$ cat config.mk
export PLATFORM = sky130hd
export DESIGN_NAME = thermal_ratio_gov
export DESIGN_NICKNAME = d
export VERILOG_FILES = /design/src/rtl/trg_pkg.sv /design/src/rtl/trg_row_pick.sv /design/src/rtl/trg_thresh.sv /design/src/rtl/trg_ratio_calc.sv /design/src/rtl/thermal_ratio_gov.sv
export SDC_FILE = /design/constraint.sdc
export NUM_CORES = 1
export LEC_CHECK = 0
export BUFFER_PORTS_ARGS = -buffer_cell sky130_fd_sc_hd__buf_2
export CAP_MARGIN = 20
export CORE_UTILIZATION = 50
export CTS_BUF_LIST = sky130_fd_sc_hd__clkbuf_4 sky130_fd_sc_hd__clkbuf_8
export DETAILED_ROUTE_END_ITERATION = 6
export PLACE_DENSITY = 0.85
export SYNTH_ARGS = -nofsm -noshare
export SYNTH_HDL_FRONTEND = slang
export SYNTH_SLANG_ARGS = --single-unit
export TNS_END_PERCENT = 50
$ cat constraint.sdc
create_clock -name clk -period 2.8 [get_ports clk]
set_input_delay 0.56 -clock clk [delete_from_list [all_inputs] [get_ports clk]]
set_output_delay 0.56 -clock clk [all_outputs]
set_load 0.05 [all_outputs]
$ cat src/rtl/trg_pkg.sv
package trg_pkg;

  typedef enum logic [1:0] {
    MODE_CUSTOM = 2'd0,
    MODE_PLUS1  = 2'd1,
    MODE_PLUS2  = 2'd2,
    MODE_NA     = 2'd3
  } trg_mode_e;

  // number of extra ratio steps a mode grants
  function automatic logic [1:0] boost_steps(trg_mode_e m);
    case (m)
      MODE_PLUS1: return 2'd1;
      MODE_PLUS2: return 2'd2;
      default:    return 2'd0;
    endcase
  endfunction

  function automatic logic is_preset(trg_mode_e m);
    return (m == MODE_PLUS1) || (m == MODE_PLUS2);
  endfunction

endpackage

$ cat src/rtl/trg_row_pick.sv
module trg_row_pick #(
  parameter int NUM_CORES = 8,
  parameter int CNT_W     = 4,
  parameter int ROW_W     = 3
) (
  input  logic [CNT_W-1:0] cnt_i,
  input  logic             cnt_valid_i,
  output logic [ROW_W-1:0] row_o,
  output logic             fallback_o
);

  logic             hit;
  logic [ROW_W-1:0] dec_row;

  // decode count n -> row n-1, only for counts that name a real row
  always_comb begin
    hit     = 1'b0;
    dec_row = '0;
    for (int r = 0; r < NUM_CORES; r++) begin
      if (cnt_i == CNT_W'(r + 1)) begin
        hit     = 1'b1;
        dec_row = ROW_W'(r);
      end
    end
  end

  assign fallback_o = !(cnt_valid_i && hit);
  assign row_o      = fallback_o ? '0 : dec_row;

endmodule

$ cat src/rtl/trg_thresh.sv
module trg_thresh
  import trg_pkg::*;
#(
  parameter int TEMP_W   = 8,
  parameter int THR_STEP = 10
) (
  input  logic              clk,
  input  logic              rst_n,
  input  trg_mode_e         mode_i,
  input  logic [TEMP_W-1:0] cfg_a_i,
  input  logic [TEMP_W-1:0] cfg_b_i,
  input  logic [TEMP_W-1:0] base_temp_i,
  output logic [TEMP_W-1:0] th_a_o,
  output logic [TEMP_W-1:0] th_b_o
);

  localparam int XT = TEMP_W + 3;

  // base minus steps*THR_STEP, clipped at zero
  function automatic logic [TEMP_W-1:0] lower_sat(logic [TEMP_W-1:0] a,
                                                  logic [1:0] steps);
    logic [XT-1:0] cut;
    cut = XT'(steps) * XT'(THR_STEP);
    if (XT'(a) <= cut) return '0;
    return TEMP_W'(XT'(a) - cut);
  endfunction

  // value plus THR_STEP, clipped at the top code
  function automatic logic [TEMP_W-1:0] raise_sat(logic [TEMP_W-1:0] a);
    logic [XT-1:0] sum;
    sum = XT'(a) + XT'(THR_STEP);
    if (sum > XT'({TEMP_W{1'b1}})) return '1;
    return TEMP_W'(sum);
  endfunction

  logic [TEMP_W-1:0] preset_a;

  assign preset_a = lower_sat(base_temp_i, boost_steps(mode_i));
  assign th_a_o   = is_preset(mode_i) ? preset_a            : cfg_a_i;
  assign th_b_o   = is_preset(mode_i) ? raise_sat(preset_a) : cfg_b_i;


  preset_order_chk: assert property (@(posedge clk) disable iff (!rst_n)
    is_preset(mode_i) |-> (th_b_o >= th_a_o) && (th_a_o <= base_temp_i));

endmodule

$ cat src/rtl/trg_ratio_calc.sv
module trg_ratio_calc
  import trg_pkg::*;
#(
  parameter int RATIO_W = 8,
  parameter int TEMP_W  = 8,
  parameter int OFS_W   = 3
) (
  input  logic               clk,
  input  logic               rst_n,
  input  trg_mode_e          mode_i,
  input  logic [RATIO_W-1:0] base_i,
  input  logic [OFS_W-1:0]   ofs_i,
  input  logic [TEMP_W-1:0]  temp_i,
  input  logic [TEMP_W-1:0]  th_a_i,
  input  logic [TEMP_W-1:0]  th_b_i,
  input  logic [RATIO_W-1:0] min_i,
  output logic [RATIO_W-1:0] ratio_o,
  output logic [RATIO_W-1:0] vid_o,
  output logic               na_o,
  output logic               hot_a_o,
  output logic               hot_b_o
);

  localparam int XW = RATIO_W + OFS_W + 2;
  localparam logic [XW-1:0] MAXR = XW'({RATIO_W{1'b1}});

  // a - d, but never below floor m
  function automatic logic [RATIO_W-1:0] floor_sub(logic [XW-1:0] a,
                                                   logic [XW-1:0] d,
                                                   logic [RATIO_W-1:0] m);
    if (a < d + XW'(m)) return m;
    return RATIO_W'(a - d);
  endfunction

  // base + steps, clipped at the top ratio code
  function automatic logic [XW-1:0] boost_sat(logic [RATIO_W-1:0] b,
                                              logic [1:0] s);
    logic [XW-1:0] sum;
    sum = XW'(b) + XW'(s);
    return (sum > MAXR) ? MAXR : sum;
  endfunction

  logic [1:0]    steps;
  logic [XW-1:0] drop;

  assign steps   = boost_steps(mode_i);
  assign hot_a_o = temp_i > th_a_i;
  assign hot_b_o = temp_i > th_b_i;
  assign drop    = (hot_a_o ? XW'(ofs_i) : '0) + (hot_b_o ? XW'(1) : '0);

  always_comb begin
    if (mode_i == MODE_NA) begin
      ratio_o = base_i;
      vid_o   = base_i;
      na_o    = 1'b1;
    end else begin
      ratio_o = floor_sub(boost_sat(base_i, steps), drop, min_i);
      vid_o   = floor_sub(XW'(base_i), drop, min_i);
      na_o    = 1'b0;
    end
  end


  boost_gap_chk: assert property (@(posedge clk) disable iff (!rst_n)
    (mode_i != MODE_NA) |->
      (ratio_o >= vid_o) &&
      (({1'b0, ratio_o} - {1'b0, vid_o}) <= (RATIO_W+1)'(steps)));


  b_step_chk: assert property (@(posedge clk) disable iff (!rst_n)
    (mode_i != MODE_NA && hot_b_o && !hot_a_o && base_i > min_i) |->
      (vid_o == base_i - RATIO_W'(1)));

endmodule

$ cat src/rtl/thermal_ratio_gov.sv
module thermal_ratio_gov
  import trg_pkg::*;
#(
  parameter int NUM_CORES = 8,
  parameter int RATIO_W   = 8,
  parameter int TEMP_W    = 8,
  parameter int OFS_W     = 3,
  parameter int THR_STEP  = 10,
  parameter int CNT_W     = $clog2(NUM_CORES + 1)
) (
  input  logic                          clk,
  input  logic                          rst_n,
  input  logic                          eval_i,
  input  logic                          cnt_valid_i,
  input  logic [CNT_W-1:0]              active_cnt_i,
  input  logic [TEMP_W-1:0]             temp_i,
  input  logic [1:0]                    mode_i,
  input  logic [TEMP_W-1:0]             preset_temp_i,
  input  logic [RATIO_W-1:0]            min_ratio_i,
  input  logic [NUM_CORES*RATIO_W-1:0]  cfg_ratio_i,
  input  logic [NUM_CORES*OFS_W-1:0]    cfg_ofs_i,
  input  logic [NUM_CORES*TEMP_W-1:0]   cfg_tha_i,
  input  logic [NUM_CORES*TEMP_W-1:0]   cfg_thb_i,
  output logic [RATIO_W-1:0]            ratio_o,
  output logic [RATIO_W-1:0]            vid_ratio_o,
  output logic                          na_o
);

  localparam int ROW_W = (NUM_CORES > 1) ? $clog2(NUM_CORES) : 1;

  trg_mode_e mode;
  assign mode = trg_mode_e'(mode_i);

  // unpack the flattened table into per-row arrays
  logic [RATIO_W-1:0] row_ratio [NUM_CORES];
  logic [OFS_W-1:0]   row_ofs   [NUM_CORES];
  logic [TEMP_W-1:0]  row_tha   [NUM_CORES];
  logic [TEMP_W-1:0]  row_thb   [NUM_CORES];

  for (genvar g = 0; g < NUM_CORES; g++) begin : g_row
    assign row_ratio[g] = cfg_ratio_i[g*RATIO_W +: RATIO_W];
    assign row_ofs[g]   = cfg_ofs_i[g*OFS_W +: OFS_W];
    assign row_tha[g]   = cfg_tha_i[g*TEMP_W +: TEMP_W];
    assign row_thb[g]   = cfg_thb_i[g*TEMP_W +: TEMP_W];
  end

  logic [ROW_W-1:0]   row_idx;
  logic               row_fallback;
  logic [TEMP_W-1:0]  th_a, th_b;
  logic [RATIO_W-1:0] nxt_ratio, nxt_vid;
  logic               nxt_na, hot_a, hot_b;

  trg_row_pick #(
    .NUM_CORES (NUM_CORES),
    .CNT_W     (CNT_W),
    .ROW_W     (ROW_W)
  ) u_row_pick (
    .cnt_i       (active_cnt_i),
    .cnt_valid_i (cnt_valid_i),
    .row_o       (row_idx),
    .fallback_o  (row_fallback)
  );

  trg_thresh #(
    .TEMP_W   (TEMP_W),
    .THR_STEP (THR_STEP)
  ) u_thresh (
    .clk         (clk),
    .rst_n       (rst_n),
    .mode_i      (mode),
    .cfg_a_i     (row_tha[row_idx]),
    .cfg_b_i     (row_thb[row_idx]),
    .base_temp_i (preset_temp_i),
    .th_a_o      (th_a),
    .th_b_o      (th_b)
  );

  trg_ratio_calc #(
    .RATIO_W (RATIO_W),
    .TEMP_W  (TEMP_W),
    .OFS_W   (OFS_W)
  ) u_calc (
    .clk     (clk),
    .rst_n   (rst_n),
    .mode_i  (mode),
    .base_i  (row_ratio[row_idx]),
    .ofs_i   (row_ofs[row_idx]),
    .temp_i  (temp_i),
    .th_a_i  (th_a),
    .th_b_i  (th_b),
    .min_i   (min_ratio_i),
    .ratio_o (nxt_ratio),
    .vid_o   (nxt_vid),
    .na_o    (nxt_na),
    .hot_a_o (hot_a),
    .hot_b_o (hot_b)
  );

  always_ff @(posedge clk or negedge rst_n) begin
    if (!rst_n) begin
      ratio_o     <= '0;
      vid_ratio_o <= '0;
      na_o        <= 1'b0;
    end else if (eval_i) begin
      ratio_o     <= nxt_ratio;
      vid_ratio_o <= nxt_vid;
      na_o        <= nxt_na;
    end
  end


  fallback_row_chk: assert property (@(posedge clk) disable iff (!rst_n)
    row_fallback |-> (row_idx == '0));


  hot_order_chk: assert property (@(posedge clk) disable iff (!rst_n)
    (is_preset(mode) && hot_b) |-> hot_a);


  hold_chk: assert property (@(posedge clk) disable iff (!rst_n)
    !$past(eval_i) |-> $stable(ratio_o) && $stable(vid_ratio_o) && $stable(na_o));


  floor_chk: assert property (@(posedge clk) disable iff (!rst_n)
    ($past(eval_i) && !na_o) |->
      (ratio_o >= $past(min_ratio_i)) && (vid_ratio_o >= $past(min_ratio_i)));


  na_flat_chk: assert property (@(posedge clk) disable iff (!rst_n)
    na_o |-> (ratio_o == vid_ratio_o));


  custom_eq_chk: assert property (@(posedge clk) disable iff (!rst_n)
    ($past(eval_i) && $past(mode_i) == 2'd0) |-> (ratio_o == vid_ratio_o));

endmodule

**After elaboration in Yosys (flattened, before gate mapping)**

Index checks and enable logic that the tools add are counted.

- Flip-flop bits (word level): 17
- Output and inout port bits: 17
- Logic and storage cells: 84

- $add $sub $neg: 7
- $mul: 1
- Order comparisons: 8
- Equal/unequal tests: 11
- Mux-type cells: 51
- Bitwise logic cells: 1
- Reduce and logical (&&, ||, !) cells: 2

Operators with widths:

| operator | number |
|---|---|
| two-way mux 8 bit | 18 |
| binary-select mux 8 bit (select 3 bit) | 3 |
| two-way mux 3 bit | 8 |
| two-way mux 1 bit | 17 |
| equality test 4 x 3 -> 1 bit, second input constant | 4 |
| > comparator 8 bit | 2 |
| subtractor 8 bit | 2 |
| adder 13 x 8 -> 13 bit | 1 |
| > comparator 13 x 8 -> 1 bit, second input constant | 1 |
| less-than comparator 13 bit | 1 |
| less-than comparator 8 x 13 -> 1 bit | 1 |
| > comparator 11 x 8 -> 1 bit, second input constant | 1 |
| adder 8 x 2 -> 9 bit | 1 |
| adder 8 x 4 -> 9 bit, second input constant | 1 |
| binary-select mux 3 bit (select 3 bit) | 1 |
| two-way mux 9 bit | 1 |
| equality test 4 x 2 -> 1 bit, second input constant | 2 |
| less-or-equal comparator 8 x 6 -> 1 bit | 1 |
| subtractor 8 x 6 -> 8 bit | 1 |
| multiplier 2 x 3 -> 5 bit, second input constant | 1 |
| adder 3 x 1 -> 4 bit | 1 |
| equality test 2 bit, second input constant | 2 |
| equality test 4 x 1 -> 1 bit, second input constant | 1 |
| equality test 4 bit, second input constant | 1 |
| 7 further kinds | 8 |

**Longest topological paths before layout**

Gate-level depths: netlist of run 1.

- Depth in word-level cells: 25
- Depth in mapped cells: 42
- Depth with buffers taken out: 41

**Modules after synthesis**

From an unflattened synthesis of run 1, not the netlist that was laid out.

- Cell total of the unflattened synthesis: 549
- Area total of the unflattened synthesis: 5514.0 um^2

By module, submodules not included:

| module | instances | cells each | area an instance (um^2) | sequential area each (um^2) |
|---|---|---|---|---|
| thermal_ratio_gov | 1 | 132 | 2452.4 | 425.4 |
| trg_ratio_calc | 1 | 286 | 2117.0 | 0.0 |
| trg_thresh | 1 | 115 | 838.3 | 0.0 |
| trg_row_pick | 1 | 16 | 106.4 | 0.0 |

**Worst setup path before layout of run 1**

Ideal clock, no wire load.

- Path type: input to register
- Start point: input mode_i[0]
- End point: register vid_ratio_o[4]
- Library setup time: 0.130 ns
- Arrival: 8.455 ns
- Required time: 2.670 ns
- Slack: -5.786 ns
- Stages on the path: 42
- Cell sequence: inv_1 ha_1 inv_1 ha_1 a21o_1 a21o_1 a2111oi_0 nor2_1 and2_1 ha_1 xor2_1 or4_1 o21bai_1 a31oi_1 a32o_1 ha_1 nor2b_1 o21a_1 (+6 left out) ha_1 ha_1 ha_1 a21o_1 a21o_1 a21oi_1 nor2b_1 xnor2_1 ha_1 a21o_1 a21o_1 a21oi_1 o31ai_1 o21ai_1 buf_2 mux2_1 o221ai_1 o21ai_1

- Word-level cells in the longest chain between the ends: 20

RTL lines:

| what | line | source |
|---|---|---|
| start: declaration | thermal_ratio_gov.sv:17 | `input logic [1:0] mode_i,` |
| equality test 2 bit / equality test 2 x 1 -> 1 bit (equally long branches) | trg_pkg.sv:12, trg_pkg.sv:20 |  |
| case mux 2 bit (2 select lines) | trg_pkg.sv:12 | `case (m)` |
| multiplier 2 x 3 -> 5 bit | trg_thresh.sv:23 | `cut = XT'(steps) * XT'(THR_STEP);` |
| less-or-equal comparator 8 x 6 -> 1 bit | trg_thresh.sv:24 | `if (XT'(a) <= cut) return '0;` |
| two-way mux 1 bit | trg_thresh.sv:24 |  |
| two-way mux 8 bit | trg_thresh.sv:25 | `return TEMP_W'(XT'(a) - cut);` |
| adder 8 x 4 -> 9 bit | trg_thresh.sv:31 | `sum = XT'(a) + XT'(THR_STEP);` |
| > comparator 11 x 8 -> 1 bit | trg_thresh.sv:32 | `if (sum > XT'({TEMP_W{1'b1}})) return '1;` |
| (+4 left out) | - |  |
| two-way mux 1 bit | trg_ratio_calc.sv:49 | `assign drop = (hot_a_o ? XW'(ofs_i) : '0) + (hot_b_o ? XW'(1) : '0);` |
| adder 3 x 1 -> 4 bit | trg_ratio_calc.sv:49 |  |
| adder 13 x 8 -> 13 bit | trg_ratio_calc.sv:31 | `if (a < d + XW'(m)) return m;` |
| less-than comparator 8 x 13 -> 1 bit | trg_ratio_calc.sv:31 |  |
| two-way mux 1 bit | trg_ratio_calc.sv:31 |  |
| two-way mux 1 bit | trg_ratio_calc.sv:52 | `if (mode_i == MODE_NA) begin` |
| two-way mux 8 bit | trg_ratio_calc.sv:32 | `return RATIO_W'(a - d);` |
| two-way mux 8 bit (*) | trg_ratio_calc.sv:52 |  |
| end signal: assignment | thermal_ratio_gov.sv:106 | `vid_ratio_o <= nxt_vid;` |
| end: declaration | thermal_ratio_gov.sv:25 | `output logic [RATIO_W-1:0] vid_ratio_o,` |

Every way passes the cells marked *; elsewhere a longest branch is shown, timed or not. The select of a mux whose other input is x is not followed.
A chain may end at the register's enable or synchronous reset.

**Final worst setup path of run 1**

Same ends and word-level chain as after synthesis.

==> flow_summary.yaml, run 1 <==
status:
  status: "complete, but fails checks"
  violations: "DRC, setup timing"
synth:
  synth_mux_area_share_pct: 11.02
  synth_top_family_by_area: "compound AO/OA/AOI/OAI gates"
  synthesis.nets: 1036
  synth_edf_count: 0
  ys_seq_area_share_pct: 7.616
  synthArstFlopShare_pct: 100.0
  synthCells: 728
  synth_compound_area_share_pct: 35.46
  synth.area.top_cells: "ha_1 (12%), dfrtp_1 (7.6%), nand2_1 (6.5%), mux4_2 (6.0%), a21oi_1 (3.8%)"
  synth-adder-area-share_pct: 13.66
  ys_warn_count: 0
  ys_types: 92
  synthDominantCellAreaShare_pct: 11.87
  synth_simple_gate_area_share_pct: 21.01
  ys_ff_latch: 17
  syn-cell-area_um2: 5585
  ys.flop_type: "dfrtp_1"
  avgSynthCellArea_um2: 7.672
  synth_top_cell_by_area: "ha_1"
  synthXorXnorAreaFrac_pct: 3.898
finish:
  nNetsFinal: 1475
  layout-drive-gt1-share_pct: 51.63
  area_growth_pct: 60.64
  final_util_pct: 82.77
  final_cells: 1314
floorplan:
  core-area_um2: 10840
  die_h_um: 107.7
  die_x_um: 107.7
  top_level_ports: 267
  die-area_um2: 11600
  fp-row-count: 38
  start_util_pct: 51.52
cts:
  cts_buffers: 3
  clk_pin_slew_ns: 0.09
  tritoncts: "built"
  cts.sinks: 17
  cts_buffer_depth: 2
  cts_root_buffer: "clkbuf_8"
  htree_levels: 1
  clkLatencyLatePin_ns: 0.27
  cts_hold_buf: 0
timing:
  rsz0062_at_grt: "yes"
  timing.final.ws_setup_ns: -5.314
  tns_ns: -82.45
  hold_viol_final: 0
  period_minus_slack_ns: 8.114
  fin_crit_sh_pct: 289.8
  skew_ns: 0
  fmax_mhz: 123.2
  tightest_slew_ns: 0.6013
  slew_viol_final: 0
  relSlewSlack_pct: 59.49
  setup_viol: 16
detailed_routing:
  first_pass_iters: 7
  wl_per_cell_um: 21.24
  first_iter_violations: 1042
  wl_um: 27900
  num_vias: 8358
  drcViolationCount: 1
  postRouteAntennaNets: 0
  vias_per_cell: 6.361
setup_path:
  cp.required_ns: 2.95
  path_buf_inv: 6
  crit_path_end_kind: "flip-flop"
  rr_startpoint: "na_o$_DFFE_PN0P_"
  worst_ep_arrival_time_ns: 8.26
  worstSetupStartpointType: "input pin"
  worstPathMaxFanout: 7
  slowest_stage: "or3b_2"
  max_stage_delay_ns: 0.48
  r2r_end: "na_o$_DFFE_PN0P_"
  worst_path_dominant_cell_family: "compound AO/OA/AOI/OAI gates"
  r2r_cells: 2
  path_class: "input pin to flip-flop"
  r2r_slack_ns: 1.64
  cpMostUsedCell: "ha_4"
power_and_ir_drop:
  p_per_area_nw_per_um2: 419.5
  power_frac_clock_pct: 5.6
  internal-power_mw: 1.910
  ir_drop_mv: 0.5484
  switchingPower_mw: 1.854
  comb_power_share_pct: 84.7
  p_seq_share_pct: 9.7
  switching_share_pct: 49.25
  p_leak_nw: 4.376
global_route:
  grt_pass1_vias: 7826
  grt_usage_pct: 43.25
  overflow: 0
  grt_max_degree: 30
  grt_antenna_before_repair: 12
  grt_pass1_wl_um: 38870
place:
  gp_congestion: 0.9980
  io_buffers: 266
  dp_hpwl_um: 20530
  dp_cells: 1282
hold_path:
  hold_class: "input pin to async pin"
run:
  maxCapViolations: 0
## cell usage after synthesis, types with 5 or more instances
| cell type | number |
|---|---|
| a211oi_1 | 12 |
| a31oi_1 | 8 |
| xor2_1 | 9 |
| fa_1 | 5 |
| inv_1 | 34 |
| buf_6 | 7 |
| nor2b_1 | 8 |
| nor3_1 | 5 |
| nand3_1 | 14 |
| dfrtp_1 | 17 |
| o31a_1 | 5 |
| buf_2 | 9 |
| and3_1 | 5 |
| buf_4 | 5 |
| mux4_2 | 15 |
| mux2_2 | 5 |
| clkbuf_1 | 26 |
| nand2b_1 | 10 |
| nand2_1 | 96 |
| o2bb2ai_1 | 5 |
| a21oi_1 | 42 |
| mux2i_1 | 21 |
| o221ai_1 | 16 |
| a311oi_1 | 5 |
| o22ai_1 | 24 |
| a32o_1 | 7 |
| o21a_1 | 6 |
| a221oi_1 | 12 |
| xnor2_1 | 14 |
| nor3b_1 | 7 |
| o21ai_1 | 7 |
| a21o_1 | 17 |
| o21ai_0 | 38 |
| and2_1 | 5 |
| o211ai_1 | 7 |
| a22oi_1 | 6 |
| nor2_1 | 39 |
| nand3b_1 | 6 |
| ha_1 | 53 |
## power groups by stage
| stage | registers [mW] | logic [mW] | clock network [mW] |
|---|---|---|---|
| final | 0.366 | 3.19 | 0.210 |
| after global placement | 0.359 | 2.67 | 0 |
| after floorplan | 0.613 | 1.38 | 0 |
| after detailed placement | 0.361 | 2.76 | 0 |
| after CTS | 0.358 | 2.87 | 0.196 |
| after global routing | 0.368 | 3.38 | 0.226 |
## metal layers
layer	vias up	GRT usage, %	routed length, um
met3	235	17.25	3927
met1	3740	46.32	9109
li1	3682	-	-
met4	8	21.43	2166
met5	-	0	56
met2	693	73.49	12640
## cells by family after synthesis
family / count (synthesis)
XOR/XNOR: 24
flip-flops: 17
multiplexers: 42
adder cells (fa/ha/maj): 58
AO/OA/AOI/OAI: 269
other: 1
AND/OR/NAND/NOR: 231
buffers and inverters: 86
## area by class of cell
| type | count | area (um2) |
|---|---|---|
| Timing Repair Buffer | 485 | 3007 |
| Multi-Input combinational cell | 625 | 5155 |
| Sequential cell | 17 | 425.4 |
| Inverter | 35 | 141.4 |
| Fill cell | 675 | 1868 |
| Antenna cell | 8 | 20.02 |
| Tap cell | 140 | 175.2 |
| Clock buffer | 4 | 48.80 |
## worst max path at each step
stage	to	startpoint	cells past startpoint	slack, ns
CTS	ratio_o[1]$_DFFE_PN0P_	mode_i[0]	40	-4.99
detailed placement	ratio_o[4]$_DFFE_PN0P_	mode_i[0]	42	-5.35
global placement	ratio_o[1]$_DFFE_PN0P_	mode_i[0]	41	-5.08
finish	vid_ratio_o[4]$_DFFE_PN0P_	mode_i[0]	43	-5.31
global route	vid_ratio_o[4]$_DFFE_PN0P_	mode_i[0]	43	-5.54
floorplan	vid_ratio_o[4]$_DFFE_PN0P_	mode_i[0]	42	-4.87
## repair_timing
action / in CTS / in global routing
endpoints found under the hold margin: 0 / 0
pin swaps: 16 / 25
setup endpoints to repair: 16 / 16
resized for setup: 18 / 30
setup buffers: 10 / 12
## registers in the layout, indices dropped and copies added, names as in the netlist
signal,cells
na_o,1
vid_ratio_o,8
ratio_o,8
## layout by cell type, fill, tap and decap left out, drive strengths merged, types with 8 or more instances in the layout
master,Yosys,layout
dfrtp,17,17
diode,0,8
inv,35,35
nor2,41,41
nand2,96,96
o22ai,24,24
ha,53,53
xnor2,15,15
o221ai,16,16
nand3,14,14
a211oi,15,15
a21oi,43,43
o21ai,47,47
o211ai,11,11
nor3b,9,9
a31oi,8,8
buf,25,485
o21a,8,8
xor2,9,9
mux2i,21,21
a32o,8,8
nor2b,8,8
a221oi,12,12
nand2b,10,10
a21o,18,18
mux4,15,15
## through the flow
step / total power [mW] / cell area, um2 / setup WS (ns) / hold slack (ns)
floorplan: 1.997 / 5752 / -4.869 / 0.2644
global placement: 3.033 / 8498 / -5.076 / 0.4589
detailed placement: 3.122 / 8498 / -5.347 / 0.4703
CTS: 3.427 / 8723 / -4.993 / 0.2247
global route: 3.977 / 8955 / -5.536 / 0.2275
finish: 3.764 / 8972 / -5.314 / 0.2255
Power figures use the tool's default switching activity.
==> run 2, diff against run 1 <==
--- a/config.mk
+++ b/config.mk
@@ -9,6 +9,9 @@
 export CAP_MARGIN = 20
-export CORE_UTILIZATION = 50
+export CELL_PAD_IN_SITES_DETAIL_PLACEMENT = 1
+export CELL_PAD_IN_SITES_GLOBAL_PLACEMENT = 2
+export CORE_UTILIZATION = 28
 export CTS_BUF_LIST = sky130_fd_sc_hd__clkbuf_4 sky130_fd_sc_hd__clkbuf_8
 export DETAILED_ROUTE_END_ITERATION = 6
-export PLACE_DENSITY = 0.85
+export HOLD_SLACK_MARGIN = 0.03
+export PLACE_DENSITY_LB_ADDON = 0.1
 export SYNTH_ARGS = -nofsm -noshare
==> constraint.sdc (replaced) <==
create_clock -name clk -period 2.8 [get_ports clk]
set_input_delay 0.7 -clock clk [delete_from_list [all_inputs] [get_ports clk]]
set_output_delay 0.7 -clock clk [all_outputs]
set_load 0.05 [all_outputs]
==> run 2 against run 1 <==
The flow finishes with violations (setup timing). Via count is 9.2% lower. Setup slack better by 0.20 ns. Worst hold slack better by 0.14 ns. Register-to-register slack better by 0.19 ns. Cell count is 11% higher. Sequential power is 3% lower. Combinational power is 1% lower. Power is 1.6% lower.
==> flow_summary.yaml, run 2 (synthesized netlist as in run 1, its figures left out) <==
status:
  status: "complete, but fails checks"
  violations: "setup timing"
detailed_routing:
  vias_per_cell: 5.188
  num_vias: 7585
  drcViolationCount: 0
  first_iter_violations: 209
  postRouteAntennaNets: 0
  wl_per_cell_um: 18.86
  wl_um: 27580
  first_pass_iters: 4
timing:
  slew_viol_final: 0
  fin_hold_ws_ns: 0.3640
  skew_ns: 0
  setup_viol: 16
  fmax_mhz: 126.3
  hold_viol_final: 0
  period_minus_slack_ns: 7.919
  timing.final.ws_setup_ns: -5.119
  rsz0062_at_grt: "yes"
  tns_ns: -80.24
  fin_crit_sh_pct: 282.8
finish:
  final_common_cell: "buf_2"
  layout-drive-gt1-share_pct: 53.19
  final_cell_mix: "buf_2 (264), buf_4 (239), nand2_1 (96)"
  area_growth_pct: 67.90
  nNetsFinal: 1501
  top_regs: "ratio_o: 8 flops, vid_ratio_o: 8 flops, na_o: 1 flops"
power_and_ir_drop:
  p_leak_nw: 4.497
  p_per_area_nw_per_um2: 394.9
  comb_power_share_pct: 85.0
  internal-power_mw: 1.968
  switching_share_pct: 46.86
  ir_drop_mv: 0.2183
  p_seq_share_pct: 9.6
  power_frac_clock_pct: 5.4
  switchingPower_mw: 1.735
cts:
  cts_root_buffer: "clkbuf_8"
  clk_pin_slew_ns: 0.07
  clkLatencyLatePin_ns: 0.26
  cts_buffer_depth: 2
  cts.sinks: 17
  htree_levels: 1
  cts_buffers: 3
  tritoncts: "built"
floorplan:
  die-area_um2: 20520
  fp-row-count: 51
  top_level_ports: 267
  start_util_pct: 28.60
  die_x_um: 143.2
  core-area_um2: 19530
  die_h_um: 143.2
place:
  dp_hpwl_um: 23490
  gp_congestion: 0.8882
  io_buffers: 266
global_route:
  grt_pass1_vias: 8123
  grt_usage_pct: 26.40
  grt_max_degree: 23
  grt_pass1_wl_um: 42050
  grt_antenna_before_repair: 5
  overflow: 0
setup_path:
  worst_ep_arrival_time_ns: 8.11
  worstPathMaxFanout: 7
  rr_startpoint: "ratio_o[1]$_DFFE_PN0P_"
  critPathLaunch: "mode_i[0]"
  cp.required_ns: 2.99
  worstSetupStartpointType: "input pin"
  path_class: "input pin to flip-flop"
  max_stage_delay_ns: 0.52
  crit_path_end_kind: "flip-flop"
  slowest_stage: "or4_4"
run:
  maxCapViolations: 0
hold_path:
  hold_class: "input pin to async pin"
[run 2: cell types whose count changed in the layout (fill, tap and decap cells not counted), moves of 3 or more]
cell     before  now
xnor2_2       5    2
buf_12        0    4
ha_1         42   38
buf_4       215  239
diode_2       8    5
ha_4         10   14
xnor2_1       9   12
[run 2: what timing repair did]
action | 4_1_cts | 5_1_grt
cloned | 0 | 0
endpoints found under the setup margin | 16 | 16
gates resized for setup | 39 | 14
pin swaps | 22 | 19
hold buffers | 0 | 0
setup buffers | 12 | 10
[run 2: cell type report]
| class | count | area, um2 |
|---|---|---|
| Fill cell | 2486 | 10150 |
| Multi-Input combinational cell | 625 | 5177 |
| Timing Repair Buffer | 511 | 3241 |
| Sequential cell | 17 | 425.4 |
| Tap cell | 265 | 331.6 |
| Inverter | 35 | 141.4 |
| Clock buffer | 4 | 48.80 |
| Antenna cell | 5 | 12.51 |
[run 2: power by group through the flow]
stage	clock network, mW	registers [mW]	logic [mW]
2_1_floorplan	0	0.613	1.38
3_3_place_gp	0	0.360	2.83
3_5_place_dp	0	0.360	2.90
4_1_cts	0.205	0.356	3.06
5_1_grt	0.214	0.363	3.43
6_report	0.199	0.356	3.15
[run 2: layer usage]
layer	track usage (%)	wire length (um)	vias up
li1	-	-	3730
met1	30.29	11100	3594
met2	51.60	14330	223
met3	3.454	1599	38
met4	4.871	550	0
met5	0	0	-
[run 2: final timing paths]
path,endpoint,slack (ns),cells past startpoint
max,ratio_o[1]$_DFFE_PN0P_,-5.12,41
min,na_o$_DFFE_PN0P_,0.36,1
max reg2reg,ratio_o[1]$_DFFE_PN0P_,1.83,3
min reg2reg,vid_ratio_o[2]$_DFFE_PN0P_,0.47,1
max in group asynchronous,ratio_o[5]$_DFFE_PN0P_,2.14,1
min in group clk,vid_ratio_o[2]$_DFFE_PN0P_,0.47,1
[run 2: through the flow]
step	power [mW]	setup slack (ns)	instance area (um2)	cells	util (%)
floorplan	1.997	-5.009	5752	728	-
global placement	3.185	-5.389	8880	1432	45.48
detailed placement	3.256	-5.690	8880	1432	45.48
CTS	3.616	-5.187	9219	1447	47.21
global route	4.011	-5.440	9378	1462	48.03
finish	3.703	-5.119	9378	1462	48.03
[run 2: worst max-delay path: cells and delay by family]
family | cells | cell delay (ns)
compound gates | 19 | 3.56
simple gates | 9 | 1.55
buf+inv | 4 | 0.38
fa+ha+maj | 7 | 1.62
xor+xnor | 2 | 0.27
